### src/rtl/pgw_pkg.sv
package pgw_pkg;
  localparam int ENT_W = 64;

  localparam int B_P   = 0;
  localparam int B_RW  = 1;
  localparam int B_US  = 2;
  localparam int B_A   = 5;
  localparam int B_D   = 6;
  localparam int B_PS  = 7;
  localparam int B_NX  = 63;

  localparam logic [ENT_W-1:0] M_P  = ENT_W'(1) << B_P;
  localparam logic [ENT_W-1:0] M_RW = ENT_W'(1) << B_RW;
  localparam logic [ENT_W-1:0] M_US = ENT_W'(1) << B_US;
  localparam logic [ENT_W-1:0] M_A  = ENT_W'(1) << B_A;
  localparam logic [ENT_W-1:0] M_D  = ENT_W'(1) << B_D;
  localparam logic [ENT_W-1:0] M_PS = ENT_W'(1) << B_PS;
  localparam logic [ENT_W-1:0] M_NX = ENT_W'(1) << B_NX;

  typedef enum logic [1:0] {
    FLT_NONE   = 2'd0,
    FLT_ABSENT = 2'd1,
    FLT_RSVD   = 2'd2,
    FLT_GP     = 2'd3
  } fault_e;

  typedef enum logic [2:0] {
    ST_IDLE,
    ST_RD_REQ,
    ST_RD_WAIT,
    ST_WB,
    ST_DONE
  } walk_st_e;

  typedef struct packed {
    logic user;
    logic wr;
    logic nx;
  } rights_t;
endpackage

### src/rtl/pgw_entry_chk.sv
module pgw_entry_chk
  import pgw_pkg::*;
#(
  parameter int PA_W      = 52,
  parameter int LEVELS    = 4,
  parameter int IDX_W     = 9,
  parameter int PG_SHIFT  = 12,
  parameter int LARGE_MAX = 2,
  parameter int LVL_W     = $clog2(LEVELS)
) (
  input  logic [ENT_W-1:0] entry,
  input  logic [LVL_W-1:0] lvl,
  input  logic             nx_en,
  output logic             present,
  output logic             rsvd,
  output logic             big,
  output logic             leaf
);
  // bits above the physical width, below the no-execute bit
  localparam logic [ENT_W-1:0] HI_MASK =
    {1'b0, {(ENT_W-1-PA_W){1'b1}}, {PA_W{1'b0}}};

  logic ps_set, hi_rsvd, nx_rsvd, ps_rsvd, lo_rsvd;

  assign present = (entry & M_P) != '0;
  assign ps_set  = (entry & M_PS) != '0;
  assign hi_rsvd = (entry & HI_MASK) != '0;
  assign nx_rsvd = !nx_en && ((entry & M_NX) != '0);
  assign ps_rsvd = ps_set && (int'(lvl) > LARGE_MAX);
  assign big     = ps_set && (lvl != '0) && (int'(lvl) <= LARGE_MAX);
  assign leaf    = big || (lvl == '0);

  // frame bits under a large page must be clear; the lowest one is skipped
  always_comb begin
    lo_rsvd = 1'b0;
    for (int i = PG_SHIFT + 1; i < PA_W; i++) begin
      if ((i < PG_SHIFT + IDX_W * int'(lvl)) && entry[i]) lo_rsvd = 1'b1;
    end
    lo_rsvd = lo_rsvd && big;
  end

  assign rsvd = hi_rsvd || nx_rsvd || ps_rsvd || lo_rsvd;
endmodule

### src/rtl/pgw_addr_gen.sv
module pgw_addr_gen #(
  parameter int PA_W     = 52,
  parameter int LEVELS   = 4,
  parameter int IDX_W    = 9,
  parameter int PG_SHIFT = 12,
  parameter int LVL_W    = $clog2(LEVELS),
  parameter int VA_W     = PG_SHIFT + IDX_W * LEVELS
) (
  input  logic [VA_W-1:0]  va,
  input  logic [LVL_W-1:0] lvl,
  input  logic [PA_W-1:0]  tbl_base,
  input  logic [PA_W-1:0]  a20_mask,
  input  logic [PA_W-1:0]  leaf_ent,
  output logic [PA_W-1:0]  ent_addr,
  output logic [PA_W-1:0]  phys
);
  localparam logic [PA_W-1:0] PG_LOW = PA_W'((64'd1 << PG_SHIFT) - 64'd1);

  logic [IDX_W-1:0] idx_v [LEVELS];
  logic [PA_W-1:0]  pa_v  [LEVELS];
  logic [PA_W-1:0]  va_ext;

  assign va_ext = {{(PA_W-VA_W){1'b0}}, va};

  for (genvar g = 0; g < LEVELS; g++) begin : g_lvl
    localparam int SH = PG_SHIFT + IDX_W * g;
    localparam logic [PA_W-1:0] LOW = PA_W'((64'd1 << SH) - 64'd1);
    assign idx_v[g] = va[SH +: IDX_W];
    assign pa_v[g]  = (leaf_ent & ~LOW) | (va_ext & LOW);
  end

  assign ent_addr = ((tbl_base & ~PG_LOW) +
                     {{(PA_W-IDX_W-3){1'b0}}, idx_v[lvl], 3'b000}) & a20_mask;
  assign phys = pa_v[lvl];
endmodule

### src/rtl/pgw_rights.sv
module pgw_rights
  import pgw_pkg::*;
(
  input  logic             clk,
  input  logic             rst_n,
  input  logic             clear,
  input  logic             fold,
  input  logic [ENT_W-1:0] entry,
  output rights_t          acc
);
  logic u_q, w_q, x_q;  // x_q: execution still allowed

  always_ff @(posedge clk or negedge rst_n) begin
    if (!rst_n) begin
      u_q <= 1'b1;
      w_q <= 1'b1;
      x_q <= 1'b1;
    end else if (clear) begin
      u_q <= 1'b1;
      w_q <= 1'b1;
      x_q <= 1'b1;
    end else if (fold) begin
      u_q <= u_q && ((entry & M_US) != '0);
      w_q <= w_q && ((entry & M_RW) != '0);
      x_q <= x_q && ((entry & M_NX) == '0);
    end
  end

  assign acc = '{user: u_q, wr: w_q, nx: !x_q};

  AST_USER_STAYS_LOST: assert property (@(posedge clk) disable iff (!rst_n)
    (fold && !u_q) |=> !u_q);
  AST_NX_STICKS: assert property (@(posedge clk) disable iff (!rst_n)
    (fold && ((entry & M_NX) != '0)) |=> !x_q);
endmodule

### src/rtl/pgwalk_top.sv
module pgwalk_top
  import pgw_pkg::*;
#(
  parameter int PA_W      = 52,
  parameter int LEVELS    = 4,
  parameter int IDX_W     = 9,
  parameter int PG_SHIFT  = 12,
  parameter int LARGE_MAX = 2,
  parameter int LVL_W     = $clog2(LEVELS)
) (
  input  logic             clk,
  input  logic             rst_n,
  input  logic             req_valid,
  output logic             req_ready,
  input  logic [63:0]      req_vaddr,
  input  logic             req_write,
  input  logic [PA_W-1:0]  root_base,
  input  logic             nx_en,
  input  logic [PA_W-1:0]  a20_mask,
  output logic             rsp_valid,
  input  logic             rsp_ready,
  output logic [1:0]       rsp_fault,
  output logic [PA_W-1:0]  rsp_paddr,
  output logic [LVL_W-1:0] rsp_size,
  output logic             rsp_user,
  output logic             rsp_wr,
  output logic             rsp_nx,
  output logic             mem_req_valid,
  input  logic             mem_req_ready,
  output logic             mem_req_we,
  output logic [PA_W-1:0]  mem_req_addr,
  output logic [63:0]      mem_req_wdata,
  input  logic             mem_rsp_valid,
  input  logic [63:0]      mem_rsp_rdata
);
  localparam int VA_W = PG_SHIFT + IDX_W * LEVELS;

  walk_st_e         st;
  logic [VA_W-1:0]  va_q;
  logic             wr_q;
  logic [LVL_W-1:0] lvl_q;
  logic [PA_W-1:0]  base_q;
  logic [63:0]      ent_q;
  logic             leaf_q;
  fault_e           fault_q;
  logic [PA_W-1:0]  paddr_q;
  logic [LVL_W-1:0] size_q;
  logic             dirty_q;

  logic             canon;
  logic             e_present, e_rsvd, e_big, e_leaf;
  logic [PA_W-1:0]  ent_addr, phys;
  logic [63:0]      leaf_upd;
  logic             r_clear, r_fold, ok;
  rights_t          acc;

  assign canon = (&req_vaddr[63:VA_W-1]) || !(|req_vaddr[63:VA_W-1]);

  pgw_entry_chk #(
    .PA_W(PA_W), .LEVELS(LEVELS), .IDX_W(IDX_W), .PG_SHIFT(PG_SHIFT),
    .LARGE_MAX(LARGE_MAX), .LVL_W(LVL_W)
  ) u_chk (
    .entry(mem_rsp_rdata), .lvl(lvl_q), .nx_en(nx_en),
    .present(e_present), .rsvd(e_rsvd), .big(e_big), .leaf(e_leaf)
  );

  pgw_addr_gen #(
    .PA_W(PA_W), .LEVELS(LEVELS), .IDX_W(IDX_W), .PG_SHIFT(PG_SHIFT),
    .LVL_W(LVL_W), .VA_W(VA_W)
  ) u_addr (
    .va(va_q), .lvl(lvl_q), .tbl_base(base_q), .a20_mask(a20_mask),
    .leaf_ent(mem_rsp_rdata[PA_W-1:0]), .ent_addr(ent_addr), .phys(phys)
  );

  assign r_clear = (st == ST_IDLE) && req_valid;
  assign r_fold  = (st == ST_RD_WAIT) && mem_rsp_valid && e_present && !e_rsvd;

  pgw_rights u_rights (
    .clk(clk), .rst_n(rst_n), .clear(r_clear), .fold(r_fold),
    .entry(mem_rsp_rdata), .acc(acc)
  );

  assign leaf_upd = mem_rsp_rdata | M_A | (wr_q ? M_D : '0);

  always_ff @(posedge clk or negedge rst_n) begin
    if (!rst_n) begin
      st      <= ST_IDLE;
      va_q    <= '0;
      wr_q    <= 1'b0;
      lvl_q   <= '0;
      base_q  <= '0;
      ent_q   <= '0;
      leaf_q  <= 1'b0;
      fault_q <= FLT_NONE;
      paddr_q <= '0;
      size_q  <= '0;
      dirty_q <= 1'b0;
    end else begin
      case (st)
        ST_IDLE: if (req_valid) begin
          va_q    <= req_vaddr[VA_W-1:0];
          wr_q    <= req_write;
          lvl_q   <= LVL_W'(LEVELS - 1);
          base_q  <= root_base;
          paddr_q <= '0;
          size_q  <= '0;
          dirty_q <= 1'b0;
          if (canon) begin
            fault_q <= FLT_NONE;
            st      <= ST_RD_REQ;
          end else begin
            fault_q <= FLT_GP;
            st      <= ST_DONE;
          end
        end
        ST_RD_REQ: if (mem_req_ready) st <= ST_RD_WAIT;
        ST_RD_WAIT: if (mem_rsp_valid) begin
          if (!e_present) begin
            fault_q <= FLT_ABSENT;
            st      <= ST_DONE;
          end else if (e_rsvd) begin
            fault_q <= FLT_RSVD;
            st      <= ST_DONE;
          end else if (e_leaf) begin
            ent_q   <= leaf_upd;
            leaf_q  <= 1'b1;
            paddr_q <= phys;
            size_q  <= lvl_q;
            dirty_q <= (leaf_upd & M_D) != '0;
            st      <= (leaf_upd != mem_rsp_rdata) ? ST_WB : ST_DONE;
          end else begin
            ent_q  <= mem_rsp_rdata | M_A;
            leaf_q <= 1'b0;
            if ((mem_rsp_rdata & M_A) == '0) begin
              st <= ST_WB;
            end else begin
              base_q <= mem_rsp_rdata[PA_W-1:0];
              lvl_q  <= lvl_q - LVL_W'(1);
              st     <= ST_RD_REQ;
            end
          end
        end
        ST_WB: if (mem_req_ready) begin
          if (leaf_q) begin
            st <= ST_DONE;
          end else begin
            base_q <= ent_q[PA_W-1:0];
            lvl_q  <= lvl_q - LVL_W'(1);
            st     <= ST_RD_REQ;
          end
        end
        ST_DONE: if (rsp_ready) st <= ST_IDLE;
        default: st <= ST_IDLE;
      endcase
    end
  end

  assign req_ready     = (st == ST_IDLE);
  assign mem_req_valid = (st == ST_RD_REQ) || (st == ST_WB);
  assign mem_req_we    = (st == ST_WB);
  assign mem_req_addr  = ent_addr;
  assign mem_req_wdata = mem_req_we ? ent_q : '0;

  assign ok        = (fault_q == FLT_NONE);
  assign rsp_valid = (st == ST_DONE);
  assign rsp_fault = fault_q;
  assign rsp_paddr = paddr_q;
  assign rsp_size  = size_q;
  assign rsp_user  = ok && acc.user;
  assign rsp_wr    = ok && acc.wr && dirty_q;
  assign rsp_nx    = ok && acc.nx;

  AST_GP_SKIPS_MEMORY: assert property (@(posedge clk) disable iff (!rst_n)
    (req_valid && req_ready && !canon) |=> (rsp_valid && rsp_fault == FLT_GP));
  AST_ENTRY_ALIGNED: assert property (@(posedge clk) disable iff (!rst_n)
    mem_req_valid |-> (mem_req_addr[2:0] == 3'b000));
  AST_WB_MARKS_ACCESSED: assert property (@(posedge clk) disable iff (!rst_n)
    (mem_req_valid && mem_req_we) |-> (mem_req_wdata[B_A] && mem_req_wdata[B_P]));
  AST_CLEAN_NO_WRITE: assert property (@(posedge clk) disable iff (!rst_n)
    (rsp_valid && rsp_wr) |-> (rsp_fault == FLT_NONE));
  AST_MEM_REQ_HELD: assert property (@(posedge clk) disable iff (!rst_n)
    (mem_req_valid && !mem_req_ready) |=>
      (mem_req_valid && $stable(mem_req_addr) && $stable(mem_req_we)));
  AST_RSP_HELD: assert property (@(posedge clk) disable iff (!rst_n)
    (rsp_valid && !rsp_ready) |=>
      (rsp_valid && $stable(rsp_paddr) && $stable(rsp_fault) && $stable(rsp_wr)));
  AST_NO_ACCEPT_BUSY: assert property (@(posedge clk) disable iff (!rst_n)
    rsp_valid |-> !req_ready);
endmodule

### config.mk
export PLATFORM = sky130hd
export DESIGN_NAME = pgwalk_top
export DESIGN_NICKNAME = d
export VERILOG_FILES = /design/src/rtl/pgw_pkg.sv /design/src/rtl/pgw_entry_chk.sv /design/src/rtl/pgw_addr_gen.sv /design/src/rtl/pgw_rights.sv /design/src/rtl/pgwalk_top.sv
export SDC_FILE = /design/constraint.sdc
export NUM_CORES = 1
export LEC_CHECK = 0
export ABC_CLOCK_PERIOD_IN_PS = 5000
export CORE_MARGIN = 3
export CORE_UTILIZATION = 44
export DETAILED_ROUTE_END_ITERATION = 8
export PLACE_DENSITY_LB_ADDON = 0.3
export SLEW_MARGIN = 20
export SYNTH_ARGS = -nofsm -noshare
export SYNTH_HDL_FRONTEND = slang
export SYNTH_SLANG_ARGS = --single-unit
### constraint.sdc
create_clock -name clk -period 5 [get_ports clk]
set_input_delay 1 -clock clk [delete_from_list [all_inputs] [get_ports clk]]
set_output_delay 1 -clock clk [all_outputs]
set_load 0.01 [all_outputs]
== Yosys cells after proc, flatten, opt, wreduce, memory -nomap -nowiden ==
Index checks and enable logic that the tools add are counted.

* Flip-flop bits (word level): 231
* Word-level logic and storage cells: 278

* Add/sub/neg operators: 3
* Multipliers: 1
* Eq/ne operators: 17
* Magnitude comparators: 42
* Muxes and demuxes: 110
* Reductions and logical operators: 83
* Bitwise gates (word level): 8

{| class="wikitable"
|+ Operators by type and width
! cell !! count
|-
| 52-bit 2-to-1 mux || 15
|-
| 7-bit by 32-bit < comparator with 1-bit output, first input constant || 20
|-
| 6-bit by 32-bit < comparator with 1-bit output, first input constant || 16
|-
| 52-bit one-hot mux with 3 select lines || 1
|-
| 64-bit zero test || 2
|-
| 64-bit 2-to-1 mux || 2
|-
| 52-bit binary-select mux with 2-bit select || 1
|-
| 52-bit one-hot mux with 2 select lines || 1
|-
| 5-bit by 32-bit < comparator with 1-bit output, first input constant || 3
|-
| 64-bit inequality test || 1
|-
| 64-bit by 7-bit bitwise OR with 64-bit output || 1
|-
| 64-bit nonzero test || 1
|-
| 1-bit logical AND || 55
|-
| 52-bit by 12-bit adder with 52-bit output || 1
|-
| 52-bit AND || 1
|-
| 52-bit by 12-bit bitwise OR with 52-bit output || 1
|-
| 52-bit by 21-bit bitwise OR with 52-bit output || 1
|-
| 52-bit by 30-bit bitwise OR with 52-bit output || 1
|-
| 52-bit by 39-bit bitwise OR with 52-bit output || 1
|-
| 1-bit 2-to-1 mux || 51
|-
| 2-bit 2-to-1 mux || 19
|-
| 3-bit 2-to-1 mux || 11
|-
| 5-bit by 32-bit adder with 32-bit output, first input constant || 1
|-
| 2-bit inequality test, second input constant || 10
|-
| 32 further kinds || 47
|}

== Logic depth before layout (Yosys ltp) ==
Gate-level depths: netlist (run 1).

* Depth in word-level cells: 49
* Mapped depth: 14

== Hierarchy ==
A second synthesis (run 1) with hierarchy kept.

* Cell total of the unflattened synthesis: 1368
* Area, all modules: 11886.4 µm²

{| class="wikitable"
|+ By module, submodules not included
! module !! cells each !! instances !! sequential area each (µm²) !! area each (µm²)
|-
| pgwalk_top || 1218 || 1 || 5705.5 || 10540.1
|-
| pgw_addr_gen || 119 || 1 || 0.0 || 1079.8
|-
| pgw_rights || 12 || 1 || 78.8 || 136.4
|-
| pgw_entry_chk || 19 || 1 || 0.0 || 130.1
|}

== Least setup slack after synthesis (run 1) ==
No wires, ideal clock.

* Path type: flip-flop to flip-flop
* Start: register lvl_q[1]
* End: register dirty_q
* Clock period less this slack: 3593 ps
* Setup time: 78 ps
* Path slack: 1407 ps
* Data arrival time: 3515 ps
* Data required time: 4922 ps
* Path buffers: 5
* Stages on the path, launching flop included: 14
* Cell sequence: dfrtp_1 > clkbuf_1 > clkbuf_1 > clkbuf_1 > inv_1 > ha_1 > nand2b_1 > o2111ai_1 > a211o_1 > nor3_2 > o31ai_2 > clkbuf_1 > clkbuf_1 > o2bb2ai_1

* Longest elaborated chain between the ends: 47
* Elaborated cells on any way between the ends: 133

{| class="wikitable"
|+ Ends and longest elaborated chain
! what !! RTL line !! source
|-
| from (decl) || pgwalk_top.sv:41 || <nowiki>logic [LVL_W-1:0] lvl_q;</nowiki>
|-
| from (signal assigned) || pgwalk_top.sv:103 || <nowiki>lvl_q <= LVL_W'(LEVELS - 1);</nowiki>
|-
| from (signal assigned) || pgwalk_top.sv:138 || <nowiki>lvl_q <= lvl_q - LVL_W'(1);</nowiki>
|-
| from (signal assigned) || pgwalk_top.sv:148 || <nowiki>lvl_q <= lvl_q - LVL_W'(1);</nowiki>
|-
| 4-bit by 2-bit multiplier with 6-bit output || pgw_entry_chk.sv:37 || <nowiki>if ((i < PG_SHIFT + IDX_W * int'(lvl)) && entry[i]) lo_rsvd = 1'b1;</nowiki>
|-
| 5-bit by 32-bit adder with 32-bit output || pgw_entry_chk.sv:37 ||
|-
| 5-bit by 32-bit < comparator with 1-bit output || pgw_entry_chk.sv:37 ||
|-
| 1-bit logical AND || pgw_entry_chk.sv:37 ||
|-
| 1-bit 2-to-1 mux (39 in series) || pgw_entry_chk.sv:37 ||
|-
| 1-bit logical AND || pgw_entry_chk.sv:39 || <nowiki>lo_rsvd = lo_rsvd && big;</nowiki>
|-
| 1-bit logical OR || pgw_entry_chk.sv:42 || <nowiki>assign rsvd = hi_rsvd || nx_rsvd || ps_rsvd || lo_rsvd;</nowiki>
|-
| 2-bit inequality test (no line) || n/a ||
|-
| 6-bit AND reduction (no line) (*) || n/a ||
|-
| to (signal assigned) || pgwalk_top.sv:97 || <nowiki>dirty_q <= 1'b0;</nowiki>
|-
| to (signal assigned) || pgwalk_top.sv:107 || <nowiki>dirty_q <= 1'b0;</nowiki>
|-
| to (signal assigned) || pgwalk_top.sv:129 || <nowiki>dirty_q <= (leaf_upd & M_D) != '0;</nowiki>
|-
| to (decl) || pgwalk_top.sv:48 || <nowiki>logic dirty_q;</nowiki>
|}

Every way passes the cells marked *; elsewhere a longest branch is shown, timed or not.
A chain may end at the register's enable or synchronous reset.

== Worst setup path after layout (run 1) ==
* Start: register st[2]
* End: output port mem_req_wdata[34]

* Longest elaborated chain between the ends: 2

{| class="wikitable"
|+ Ends and longest elaborated chain
! what !! RTL line !! source
|-
| from (decl) || pgwalk_top.sv:38 || <nowiki>walk_st_e st;</nowiki>
|-
| from (signal assigned) || pgwalk_top.sv:130 || <nowiki>st <= (leaf_upd != mem_rsp_rdata) ? ST_WB : ST_DONE;</nowiki>
|-
| 3-bit by 2-bit equality test with 1-bit output || pgwalk_top.sv:160 || <nowiki>assign mem_req_we = (st == ST_WB);</nowiki>
|-
| 64-bit 2-to-1 mux || pgwalk_top.sv:162 || <nowiki>assign mem_req_wdata = mem_req_we ? ent_q : '0;</nowiki>
|-
| to (decl) || pgwalk_top.sv:32 || <nowiki>output logic [63:0] mem_req_wdata,</nowiki>
|}

No other way between the ends.

==> results of run 1 <==
-- critical path, cell delays in order, from the launching register on --
cell	delay (ns)
dfrtp_1	0.50
nor2b_4	0.42
buf_4	0.48
and3_1	0.30
clkdlybuf4s50_1	0.57
-- worst max path at each step --
stage | slack [ns] | end | from
after floorplan | 1.41 | dirty_q | lvl_q[1]
after global placement | 0.84 | ent_q[50] | mem_rsp_rdata[0]
after detailed placement | 0.80 | ent_q[31] | mem_rsp_rdata[0]
after CTS | 1.13 | mem_req_wdata[34] | st[2]
after global routing | 1.02 | mem_req_wdata[34] | st[2]
final | 1.19 | mem_req_wdata[34] | st[2]
-- power groups by stage --
stage                     logic, mW  clock network (mW)  registers (mW)
final                          1.19                1.96            2.27
after global placement         1.16                   0            2.28
after global routing           1.30                2.08            2.30
after CTS                      1.20                1.99            2.27
after detailed placement       1.19                   0            2.30
after floorplan               0.639                   0            2.19
-- through the flow --
stage | setup slack [ns] | power [mW] | instances | util | instance area, sq um
2_1_floorplan | 1.41 | 2.83 | 1000 | - | 10800
3_3_place_gp | 0.837 | 3.44 | 1662 | 0.632 | 15000
3_5_place_dp | 0.798 | 3.49 | 1662 | 0.632 | 15000
4_1_cts | 1.13 | 5.46 | 1706 | 0.669 | 15900
5_1_grt | 1.02 | 5.68 | 1707 | 0.670 | 15900
6_report | 1.19 | 5.42 | 1709 | 0.670 | 15900
-- placed cells by master, fill, tap and decap left out, drive strengths merged, types with 6 or more instances in the layout --
cell type	netlist	layout
inv	10	10
o2bb2ai	20	20
clkdlybuf4s50	0	399
nand2b	6	6
and2	63	63
nor3	13	13
mux2i	69	69
dfrtp	216	216
clkbuf	55	32
and3	65	65
mux2	99	99
a21oi	8	8
buf	16	16
o21ai	46	46
ha	6	6
nand2	194	194
a22o	28	28
nor4	12	12
nor2	23	23
mux4	9	9
-- layer usage --
metal	global-route usage	wire length (um)	part of all wire	up-vias
met5	0	0	0	-
li1	-	-	-	4226
met2	0.440	17200	0.49	360
met4	0.0768	1070	0.030	0
met3	0.0602	2710	0.077	58
met1	0.337	14300	0.41	4432
-- cells by family (layout without fill, tap and decap cells) --
logic type	count (synthesis)	in the layout
xor gates and xnor gates	1	1
buffers and inverters	81	469
and+or+nand+nor	392	392
DFF	219	219
AOI/OAI and AO/OA	121	121
adders and majority gates	6	6
muxes	177	177
other	1	5
-- state kept, by name, summed over array words and instances, names as in the netlist --
name	cells
u_rights.u_q	1
lvl_q	2
wr_q	1
u_rights.w_q	1
va_q	48
rsp_paddr	52
base_q	40
rsp_size	2
u_rights.x_q	1
leaf_q	1
st	3
rsp_fault	2
ent_q	64
dirty_q	1
-- area by class of cell --
cell class,instances,area [sq um],share of cell area
flip-flops and latches,219,5490,0.345
multi-input cells,700,4950,0.311
clock buffers,32,681,0.0427
diodes,2,5.00,0.000314
repair buffers,415,4170,0.262
clock inverters,12,201,0.0127
inverters,10,37.5,0.00236
well taps,319,399,0.0251
==> summary.txt, run 1 <==
Placed design
  – Port Buffers: 400
  – GP Congestion: 0.862
  – DP Wirelength: 25600 um

Floorplan
  – Initial Utilization: 0.452
  – Row cnt: 56
  – Ports: 419
  – CORE AREA: 23800 sq um
  – Die area: 26300 sq um
  – Die H: 162 um
  – Die width: 162 um

Logic synthesis
  – Seq/Total Area, Yosys: 0.510
  – Synth cell count leaders: dfrtp_1, nand2_1, mux2i_1, and3_1, mux2_2
  – Post-synthesis xor/xnor area fraction: 0.000815
  – Compound-gate portion of the synthesized area: 0.0801
  – Synth async-reset ratio: 1.00
  – Post-Synthesis Cells: 998
  – Syn Area/Cell: 10.8 sq um
  – Leading area contributor after synthesis: dfrtp_1
  – Post-synthesis cell area: 10700 sq um
  – Count leader, synth: dfrtp_1
  – Synthesis warning total: 0
  – Mux cell area share after synthesis: 0.190
  – Synth top area share: 0.503
  – Post-Synth Simple-Gate Area: 0.177
  – Main combinational cell family by area after synthesis: multiplexers
  – Adder-cell share of the synthesized area: 0.00699
  – Synth cell types: 51
  – Top cells by area in the synthesized netlist: dfrtp_1, nand2_1, mux2_2
  – Ys flop type: dfrtp_1
  – Number of synthesized flops with an enable pin: 0
  – Yosys reg bits: 219

Global routing
  – Pin count of the biggest net entering global routing: 133
  – Global-route wire length before repair: 53600 um
  – Vias in the first global route: 9166
  – Global route total overflow: 0
  – GRT Total Usage: 0.261
  – Initial antenna violation count: 1

Cells and area
  – Fill cell count: 1871
  – Area delta synth->final: 48.2%
  – Layout cell share with drive strength beyond 1: 0.112
  – Nets@finish: 1616

STA
  – Max Slew Vio Count: 0
  – Final Skew: 0.0211 ns
  – Crit share post-route: 0.763
  – # setup viols final: 0
  – Final hold slack: 0.357 ns
  – Tmin final: 3.81 ns
  – Post-route setup TNS: 0 ns
  – Fmax: 0.262 GHz
  – Slew headroom: 0.300
  – Final hold vios: 0
  – RSZ-0062 raised after global routing: false
  – Worst-margin pin slew: 1.05 ns

Pwr
  – Clock share of power: 0.362
  – Peak VDD IR: 0.000326 V
  – Comb pwr share: 0.219
  – LEAKAGE: 7.35 nW
  – Seq pwr share: 0.418
  – Int Power: 3.94 mW
  – Psw: 1.48 mW
  – Switching share of power: 0.274
  – Cell area power density: 340 nW/um^2

Hold path
  – Min-delay worst type: input pin to async pin

Setup path
  – Critical Path AT: 2.81 ns
  – Worst r2r src: st[1]
  – Setup CP Type: flop to output port
  – RR Endpoint: ent_q[19]
  – Crit. End Element: output port
  – Required time worst endpoint: 4.00 ns
  – Crit start category: flop
  – FF-to-FF setup slack: 1.55 ns
  – Crit path max fanout: 51
  – Worst r2r path cells: 5

Routing
  – Vias: 9076
  – Total Wirelength: 35300 um
  – DRC Markers: 0
  – DR vias/cell: 5.31
  – Initial DRT Pass Iterations: 5
  – Starting DRT DRC Count: 494
  – Post-detailed-route count of antenna-violating nets: 0
  – Wire length per cell: 20.6 um

Clocking
  – Hold buffers post-CTS: 0
  – Number of H-tree levels: 1
  – Post-CTS Setup Inserts: 0
  – Sink Count: 219
  – Clock tree root buffer cell: clkbuf_16
  – Clk_lat worst skew: 0.52 ns
  – Clock Path Buffers: 3
  – CTS tree: yes
  – Cts repair resizes: 0
  – CTS clk-pin slew, worst paths: 0.06 ns
  – CTS buffer count: 24

Job
  – Max cap viols: 0

Outcome
  – Status: complete, no violations
Note: power is estimated with default switching activity, not from simulation.
==> run 2, diff against run 1 <==
ABC_CLOCK_PERIOD_IN_PS = 3510   (was 5000)
clock period = 3.51 ns   (was 5 ns; I/O delays follow)
==> run 2 against run 1 <==
Compared with the run above:
- final cell count grew 2.0%
- sequential power grew 42%
- design area grew 1.9%
- clock power grew 36%
- register-to-register slack lost 0.87 ns
- count of clock-buffer cells in the layout grew 4
- clock skew shrank 0.013 ns
- non-clock buffer count grew 35
==> summary.txt, run 2 (same netlist as run 1, synthesis figures left out) <==
STA
  – Post-route setup TNS: 0 ns
  – Worst-margin pin slew: 1.03 ns
  – Final hold vios: 0
  – Crit share post-route: 0.937
  – RSZ-0062 raised after global routing: false
  – Fmax: 0.304 GHz
  – Setup WS post-layout: 0.222 ns
  – Tmin final: 3.29 ns
  – Slew headroom: 0.310
  – Final Skew: 0.00823 ns
  – Max Slew Vio Count: 0
  – # setup viols final: 0
  – Final hold slack: 0.240 ns

Setup path
  – Critical Path AT: 2.59 ns
  – Max incr delay on CP: 0.55 ns
  – Setup CP Type: flop to output port
  – Slowest cell on the critical path: clkdlybuf4s50_1
  – FF-to-FF setup slack: 0.68 ns
  – Crit path max fanout: 20
  – RR Endpoint: rsp_paddr[28]
  – Crit start category: flop
  – Sequence of cells on the critical path: nor2b_4 > buf_4 > and3_1 > clkdlybuf4s50_1
  – Worst r2r path cells: 10
  – Crit. End Element: output port
  – Required time worst endpoint: 2.81 ns
  – Worst r2r src: lvl_q[1]

Placed design
  – GP Congestion: 0.859
  – DP Wirelength: 27100 um
  – Port Buffers: 400
  – DP Worst Slack: -0.00878 ns

Cells and area
  – Layout cell share with drive strength beyond 1: 0.131
  – Commonest non-fill, non-tap cell in the layout: clkdlybuf4s50_1
  – Nets@finish: 1651
  – Largest reg by FF count: ent_q
  – Most frequent cells in the layout: clkdlybuf4s50_1, dfrtp_1, nand2_1, mux2i_1, and3_1
  – Max reg flops: 64
  – Area delta synth->final: 51.1%

Clocking
  – Clock tree root buffer cell: clkbuf_16
  – Post-CTS Setup Inserts: 0
  – Number of H-tree levels: 1
  – CTS tree: yes
  – Sink Count: 219
  – Clk_lat worst skew: 0.51 ns
  – CTS clk-pin slew, worst paths: 0.06 ns
  – Hold buffers post-CTS: 0
  – Clock Path Buffers: 3
  – Cts repair resizes: 0
  – CTS buffer count: 24

Floorplan
  – CORE AREA: 23800 sq um
  – Initial Utilization: 0.452
  – Row cnt: 56
  – Die width: 162 um
  – Ports: 419
  – Die H: 162 um
  – Die area: 26300 sq um

Job
  – Max cap viols: 0

Routing
  – Vias: 9417
  – DR vias/cell: 5.40
  – Wire length per cell: 21.0 um
  – Starting DRT DRC Count: 532
  – Total Wirelength: 36600 um
  – DRC Markers: 0
  – Post-detailed-route count of antenna-violating nets: 0
  – Initial DRT Pass Iterations: 5

Pwr
  – Comb pwr share: 0.231
  – Int Power: 5.54 mW
  – LEAKAGE: 7.53 nW
  – Clock share of power: 0.347
  – Cell area power density: 472 nW/um^2
  – Switching share of power: 0.277
  – Total power: 7.66 mW
  – Seq pwr share: 0.422
  – Peak VDD IR: 0.000348 V
  – Psw: 2.13 mW

Global routing
  – Pin count of the biggest net entering global routing: 100
  – GRT Total Usage: 0.270
  – Global route total overflow: 0
  – Global-route wire length before repair: 55800 um
  – Vias in the first global route: 9707
  – Initial antenna violation count: 1

Outcome
  – Status: complete, no violations

Hold path
  – Min-delay worst type: input pin to async pin
run 2: through the flow:
step / utilization / cell area [sq um] / std cells
final: 0.683 / 16200 / 1743
after global routing: 0.683 / 16200 / 1743
after CTS: 0.683 / 16200 / 1742
after detailed placement: 0.649 / 15400 / 1698
after global placement: 0.649 / 15400 / 1698
after floorplan: - / 10800 / 1000
run 2: how the worst max path moves through the flow:
stage	to	start	cells after the start
finish	mem_req_wdata[21]	st[0]	4
global route	mem_req_wdata[13]	st[0]	4
CTS	mem_req_wdata[21]	st[2]	4
detailed placement	ent_q[63]	mem_rsp_rdata[47]	9
global placement	ent_q[63]	mem_rsp_rdata[47]	9
floorplan	dirty_q	lvl_q[1]	13
run 2: routing by layer:
metal | GRT usage | part of all wire | vias up
li1 | - | - | 4294
met1 | 0.350 | 0.41 | 4632
met2 | 0.455 | 0.49 | 423
met3 | 0.0576 | 0.076 | 68
met4 | 0.0853 | 0.031 | 0
met5 | 0 | 0 | -
run 2: critical path, delay by kind of cell (launching register included):
family,cells,cell delay [ns]
buffers and inverters,2,0.85
AND/OR/NAND/NOR,2,0.73
flip-flops,1,0.49
run 2: layout make-up:
class                           instances  area (sq um)
Fill cell                            1830          7520
Multi-Input combinational cell        700          4950
Antenna cell                            1          2.50
Timing Repair Buffer                  450          4530
Sequential cell                       219          5490
Inverter                               10          37.5
Clock inverter                          8           118
Tap cell                              319           399
Clock buffer                           36           707
run 2: power by group through the flow:
stage / clock network, mW / registers [mW] / logic [mW]
6_report: 2.66 / 3.23 / 1.77
5_1_grt: 2.82 / 3.28 / 1.93
4_1_cts: 2.69 / 3.23 / 1.79
3_5_place_dp: 0 / 3.28 / 1.77
3_3_place_gp: 0 / 3.25 / 1.73
2_1_floorplan: 0 / 3.12 / 0.911
